[src/rtl/fwd_pkg.sv]
// Package: shared widths and the operand select encoding.
// Assumes a 32-entry register file with register 0 hardwired to zero.
package fwd_pkg;
    parameter int REG_W  = 5;
    parameter int DATA_W = 32;

    // Operand source select; the encoding is visible at the ports.
    typedef enum logic [1:0] {
        SEL_FILE = 2'b00,
        SEL_WB   = 2'b01,
        SEL_EXM  = 2'b10
    } opsel_t;
endpackage

[src/rtl/fwd_match.sv]
// Module: fwd_match
// Flags a live dependency between one source number and one older stage.
// Assumes stage_rd and stage_wen come from the same pipeline register.
module fwd_match #(
    parameter int REG_W = 5
) (
    input  logic [REG_W-1:0] src,
    input  logic [REG_W-1:0] stage_rd,
    input  logic             stage_wen,
    output logic             hit
);
    localparam logic [REG_W-1:0] ZERO_REG = '0;

    // Purpose: a stage counts only when it writes a real register equal to src.
    always_comb begin
        hit = stage_wen && (stage_rd != ZERO_REG) && (stage_rd == src);
    end

    // Purpose: guard register-zero and write-enable exclusions.
    always_comb begin
        if (stage_rd == ZERO_REG) p_zero_never_hits_r6: assert (!hit);
        if (!stage_wen)           p_disabled_never_hits_r5: assert (!hit);
    end
endmodule

[src/rtl/fwd_select.sv]
// Module: fwd_select
// Turns the two stage hits of one operand into a select, younger stage first.
// Assumes at most the two listed stages can hold an unwritten result.
module fwd_select
    import fwd_pkg::*;
(
    input  logic   hit_exm,
    input  logic   hit_wb,
    output opsel_t sel
);
    // Purpose: age priority, the execute/memory value is newer than writeback.
    always_comb begin
        if (hit_exm)     sel = SEL_EXM;
        else if (hit_wb) sel = SEL_WB;
        else             sel = SEL_FILE;
    end

    // Purpose: the unused code 2'b11 must never appear.
    always_comb begin
        p_no_illegal_code_r10: assert (sel != opsel_t'(2'b11));
    end
endmodule

[src/rtl/fwd_unit.sv]
// Module: fwd_unit
// Forwarding decision for both ALU operands; one match/select slice each.
// Assumes sources index 0 = A (rs), index 1 = B (rt).
module fwd_unit
    import fwd_pkg::*;
#(
    parameter int REG_W   = fwd_pkg::REG_W,
    parameter int N_OPND  = 2
) (
    input  logic [REG_W-1:0] src   [N_OPND],
    input  logic [REG_W-1:0] exm_rd,
    input  logic             exm_wen,
    input  logic [REG_W-1:0] wb_rd,
    input  logic             wb_wen,
    output opsel_t           sel   [N_OPND]
);
    localparam logic [REG_W-1:0] ZERO_REG = '0;

    for (genvar i = 0; i < N_OPND; i++) begin : g_opnd
        logic hit_exm;
        logic hit_wb;

        fwd_match #(.REG_W(REG_W)) u_m_exm (
            .src(src[i]), .stage_rd(exm_rd), .stage_wen(exm_wen), .hit(hit_exm)
        );
        fwd_match #(.REG_W(REG_W)) u_m_wb (
            .src(src[i]), .stage_rd(wb_rd), .stage_wen(wb_wen), .hit(hit_wb)
        );
        fwd_select u_sel (.hit_exm(hit_exm), .hit_wb(hit_wb), .sel(sel[i]));

        // Purpose: port-level relation between stage fields and the select.
        always_comb begin
            if (exm_wen && exm_rd != ZERO_REG && exm_rd == src[i])
                p_young_wins_r7: assert (sel[i] == SEL_EXM);
            if (!(exm_wen && exm_rd == src[i]) && !(wb_wen && wb_rd == src[i]))
                p_no_match_file_r1: assert (sel[i] == SEL_FILE);
            if (sel[i] == SEL_WB)
                p_wb_needs_match_r3: assert (wb_wen && wb_rd == src[i] && src[i] != ZERO_REG);
        end
    end
endmodule

[src/rtl/opnd_mux.sv]
// Module: opnd_mux
// Three-way operand multiplexer driven by an opsel_t select.
// Assumes the select is one of the three legal codes.
module opnd_mux
    import fwd_pkg::*;
#(
    parameter int DATA_W = fwd_pkg::DATA_W
) (
    input  opsel_t            sel,
    input  logic [DATA_W-1:0] from_file,
    input  logic [DATA_W-1:0] from_exm,
    input  logic [DATA_W-1:0] from_wb,
    output logic [DATA_W-1:0] y
);
    // Purpose: steer the chosen source to the ALU input.
    always_comb begin
        unique case (sel)
            SEL_EXM: y = from_exm;
            SEL_WB:  y = from_wb;
            default: y = from_file;
        endcase
    end
endmodule

[src/rtl/fwd_datapath.sv]
// Module: fwd_datapath (top)
// Forwarding unit plus both ALU operand multiplexers, combinational end to end.
// Assumes all inputs are a consistent snapshot of the pipeline registers.
module fwd_datapath
    import fwd_pkg::*;
#(
    parameter int REG_W  = fwd_pkg::REG_W,
    parameter int DATA_W = fwd_pkg::DATA_W
) (
    input  logic [REG_W-1:0]  ex_rs,
    input  logic [REG_W-1:0]  ex_rt,
    input  logic [REG_W-1:0]  exm_rd,
    input  logic              exm_wen,
    input  logic [REG_W-1:0]  wb_rd,
    input  logic              wb_wen,
    input  logic [DATA_W-1:0] rf_a,
    input  logic [DATA_W-1:0] rf_b,
    input  logic [DATA_W-1:0] exm_result,
    input  logic [DATA_W-1:0] wb_value,
    output logic [DATA_W-1:0] alu_a,
    output logic [DATA_W-1:0] alu_b,
    output logic [1:0]        sel_a,
    output logic [1:0]        sel_b
);
    localparam int N_OPND = 2;

    logic [REG_W-1:0]  src  [N_OPND];
    logic [DATA_W-1:0] file [N_OPND];
    logic [DATA_W-1:0] outv [N_OPND];
    opsel_t            sel  [N_OPND];

    // Purpose: gather per-operand inputs into arrays for the generate loop.
    always_comb begin
        src[0]  = ex_rs;
        src[1]  = ex_rt;
        file[0] = rf_a;
        file[1] = rf_b;
    end

    fwd_unit #(.REG_W(REG_W), .N_OPND(N_OPND)) u_unit (
        .src(src), .exm_rd(exm_rd), .exm_wen(exm_wen),
        .wb_rd(wb_rd), .wb_wen(wb_wen), .sel(sel)
    );

    for (genvar i = 0; i < N_OPND; i++) begin : g_mux
        opnd_mux #(.DATA_W(DATA_W)) u_mux (
            .sel(sel[i]), .from_file(file[i]), .from_exm(exm_result),
            .from_wb(wb_value), .y(outv[i])
        );
    end

    // Purpose: drive the ports from the operand slices.
    always_comb begin
        alu_a = outv[0];
        alu_b = outv[1];
        sel_a = sel[0];
        sel_b = sel[1];
    end

    // Purpose: selects and multiplexed data must agree at the ports.
    always_comb begin
        if (sel_a == 2'b10) p_a_takes_exm_r2: assert (alu_a == exm_result);
        if (sel_b == 2'b10) p_b_takes_exm_r4: assert (alu_b == exm_result);
        if (sel_b == 2'b01) p_b_takes_wb_r4:  assert (alu_b == wb_value);
        if (sel_a == 2'b00) p_a_takes_file_r1: assert (alu_a == rf_a);
    end
endmodule

[config.mk]
export PLATFORM = sky130hd
export DESIGN_NAME = fwd_datapath
export DESIGN_NICKNAME = d
export VERILOG_FILES = /design/src/rtl/fwd_pkg.sv /design/src/rtl/fwd_match.sv /design/src/rtl/fwd_select.sv /design/src/rtl/fwd_unit.sv /design/src/rtl/opnd_mux.sv /design/src/rtl/fwd_datapath.sv
export SDC_FILE = /design/constraint.sdc
export NUM_CORES = 1
export LEC_CHECK = 0
export CORE_UTILIZATION = 31
export DETAILED_ROUTE_END_ITERATION = 16
export PLACE_DENSITY_LB_ADDON = 0.3
export SLEW_MARGIN = 40
export SYNTH_ARGS = -nofsm -noshare
export SYNTH_HDL_FRONTEND = slang
export SYNTH_SLANG_ARGS = --single-unit
[constraint.sdc]
create_clock -name vclk -period 2
set_input_delay 0.2 -clock vclk [all_inputs]
set_output_delay 0.2 -clock vclk [all_outputs]
set_load 0.01 [all_outputs]
==> results of run 1 <==
==> metrics by stage <==
stage | TNS, ps | hold slack, ps
after floorplan | 0 | 565
after global placement | -47000 | 1410
after detailed placement | -48270 | 1410
after CTS | -2350 | 1060
==> cell families after synthesis <==
logic type	Yosys count	synth area share
AOI/OAI and AO/OA	132	0.415
and+or+nand+nor	144	0.376
buffers and inverters	66	0.130
xor gates and xnor gates	20	0.0791
==> routing by layer <==
metal / GRT overflow / GRT usage
met4: 62 / 1.00
met2: 83 / 1.04
met5: 0 / 0.196
met1: 1 / 0.844
met3: 0 / 0.712
==> Yosys cell counts <==
library cell | number | area (um^2)
buf_2 | 14 | 70.1
o21a_1 | 1 | 7.51
o211ai_2 | 2 | 25.0
nor4_2 | 2 | 25.0
or2_1 | 3 | 18.8
o31ai_1 | 64 | 480
nor3_1 | 66 | 330
o21ai_1 | 1 | 5.00
inv_2 | 2 | 7.51
buf_1 | 6 | 22.5
clkbuf_1 | 38 | 143
or2_2 | 1 | 6.26
xor2_1 | 10 | 87.6
or4_4 | 1 | 11.3
nor2_1 | 2 | 7.51
or3_1 | 2 | 12.5
buf_4 | 6 | 45.0
xnor2_1 | 10 | 87.6
nand4_1 | 66 | 413
or4_1 | 1 | 7.51
a31oi_1 | 64 | 400
==> what timing repair did <==
action | CTS
gates cloned | 15
pin swaps | 33
setup buffers | 15
setup endpoints to repair | 68
gates resized for setup | 415
==> summary.txt, run 1 <==
Final Wtd Congestion - 0.907
placed cells - 661
Net Count, Synth - 512
die height - 86.5 um
failing step - global routing (5_1_grt)
GRT worst endpoint - alu_a[10]
Die Wd - 86.5 um
Place WS - -763 ps
worst ep type - top-level output
Post-Synthesis Cells - 362
status - stopped before the end
Ys Warns - 0
IO Port Bufs - 218
library cells used by synthesis - 21
Tool Error - [ERROR GRT-0232] Routing congestion too high. Check the congestion heatmap in the GUI.
syn_area_per_cell - 6.11 um^2
dpl hpwl - 9660 um
total grt overflow - 146
largest net degree at the start of global routing - 41
# hold bufs at CTS - 0
Tot GR Track Use - 0.873
row cnt - 30
Seq/Total Area, Yosys - 0
Mapped Area - 2210 um^2
starting density of the core - 0.324
dpl cell area - 4750 um^2
I/O pins - 218
==> run 2, diff against run 1 <==
--- a/config.mk
+++ b/config.mk
@@ -5,9 +5,9 @@
 export SDC_FILE = /design/constraint.sdc
 export NUM_CORES = 1
 export LEC_CHECK = 0
-export CORE_UTILIZATION = 31
+export CORE_UTILIZATION = 20
 export DETAILED_ROUTE_END_ITERATION = 16
-export PLACE_DENSITY_LB_ADDON = 0.3
+export PLACE_DENSITY_LB_ADDON = 0.15
 export SLEW_MARGIN = 40
 export SYNTH_ARGS = -nofsm -noshare
 export SYNTH_HDL_FRONTEND = slang
==> run 2 against run 1 <==
Net effect:
- the flow now finishes, with violations (negative setup slack)
- synthesized cell count stayed put
- area after synthesis stayed put
==> summary.txt, run 2 <==
dpl cell area - 4850 um^2
register area - 0 um^2
Die Wd - 107 um
vias per std cell - 6.09
unrepaired setup endpoints after global routing - yes
starting density of the core - 0.205
row cnt - 38
Crit Path Category - in2out
first-pass GRT wire length - 25900 um
Pleak - 0.00209 uW
Reg power frac - 0
clkbuf count - 0
met3 Use GR - 0.0456
initial antenna violation count - 0
Mapped Area - 2210 um^2
part of the power in the clock network - 0
Fin Setup TNS - -2040 ps
cell taking the most area after synthesis - o31ai_1
total power - 1620 uW
Worst Max-Slew Pin Slew - 437 ps
DRC - 0
Final Wtd Congestion - 0.872
Max Freq - 476 MHz
Post-Synthesis Cells - 362
Max-Slew Margin vs Limit - 0.708
Post-synth top cells - 66 x nand4_1, 66 x nor3_1, 64 x a31oi_1, 64 x o31ai_1, 38 x clkbuf_1
crit-path max FO - 4
Antenna diodes - 0
DRT Pass-1 Iters - 5
Int Pwr - 803 uW
Area growth syn-to-layout - 168%
GRT met1 Usage - 0.356
P per Cell Area - 274 nW/um^2
dpl hpwl - 10900 um
library cells used by synthesis - 21
max_cap viols - 0
ANT nets after route - 0
Place WS - -836 ps
vias in the first global route - 4690
I/O pins - 218
nets - 760
design area - 5940 um^2
final setup fails - 47
CP arrival - 1900 ps
Worst EP required - 1800 ps
slowest stage cell, crit path - or4_4
commonest non-fill, non-tap cell in the layout - clkdlybuf4s50_1
Tcrit/Tclk final - 1.05
largest net degree at the start of global routing - 39
crit-path most repeated cell - buf_12
top cells by area, synth - o31ai_1 22%, nand4_1 19%, a31oi_1 18%
CORE AREA - 10800 um^2
CP endpoint kind - output port
crit path launch type - primary input
CP Cell Sequence - buf_6 -> or4_4 -> o21ai_4 -> buf_12 -> buf_12 -> buf_12 -> buf_16 -> o31ai_4 -> a31oi_1 -> buf_2
switching share of power - 0.506
max incr delay on CP - 550 ps
switching pwr - 822 uW
met2 usage - 0.516
final hold vios - 0
Ys Warns - 0
full die area - 11500 um^2
WL/cell - 23.8 um
Final WS setup - -101 ps
die height - 107 um
Yosys top cell area share - 0.217
# hold bufs at CTS - 0
placed cells - 710
syn_area_per_cell - 6.11 um^2
worst min path class - in2out
Final Non-Filler Cells - 748
status - complete, but fails checks
failing checks - negative setup slack
busiest layer in global routing - met2
Tot GR Track Use - 0.289
vias post-DR - 4557
Net Count, Synth - 512
Seq/Total Area, Yosys - 0
Comb pwr share - 1.000
number of sequential cells - 0
commonest non-fill, non-tap cells in the layout - 128 x clkdlybuf4s50_1, 71 x buf_2, 66 x nand4_1, 63 x nor3_1, 60 x a31oi_1
Final Max Tran Viols - 0
layout cells sized above 1 - 0.428
peak supply drop - 0.129 mV
Initial DRC Count - 395
IO Port Bufs - 218
min cycle time layout - 2100 ps
total grt overflow - 0
Routed WL - 17800 um
-- run 2: cell counts after synthesis --
Identical to the previous run, type by type.
-- run 2: layout make-up --
class,instances,area [um^2]
multi-input combinational,296,2620
inverter,2,7.51
timing repair buffer,310,3140
fill,995,4850
tap,140,175
-- run 2: logic make-up after synthesis --
logic type	count (synthesis)	share of synthesized area
buffers and inverters	66	0.130
and+or+nand+nor	144	0.376
xor gates and xnor gates	20	0.0791
AOI/OAI and AO/OA	132	0.415
-- run 2: timing repair --
action | in CTS | in global routing
setup endpoints to repair | 68 | 68
gates cloned | 15 | 4
buffers inserted | 25 | 2
pin swaps | 98 | 39
resized for setup | 457 | 43
-- run 2: metrics by stage --
stage	hold slack (ps)	util
2_1_floorplan	565	-
3_3_place_gp	1420	0.450
3_5_place_dp	1420	0.450
4_1_cts	1070	0.540
5_1_grt	1100	0.550
6_report	1090	0.550
-- run 2: critical path: cells and delay by family --
family	cells	cell delay, ps
simple gates	1	550
buf+inv	6	750
compound gates	3	400
-- run 2: final timing paths --
kind	from	endpoint	slack [ps]	depth (start not counted)
setup / recovery	wb_rd[4]	alu_b[19]	-100	10
hold / removal	rf_b[6]	alu_b[6]	1090	4
-- run 2: power groups by stage --
stage	Clock (uW)	Sequential [uW]	Combinational (uW)
final	0	0	1620
after global routing	0	0	1690
after CTS	0	0	1550
after detailed placement	0	0	1250
after global placement	0	0	1240
after floorplan	0	0	445
-- run 2: routing by layer --
layer | wire, um | part of all wire
met5 | 0 | 0
met2 | 8760 | 0.49
met1 | 7050 | 0.40
met3 | 1530 | 0.086
met4 | 447 | 0.025
(Power assumes the default switching activity.)
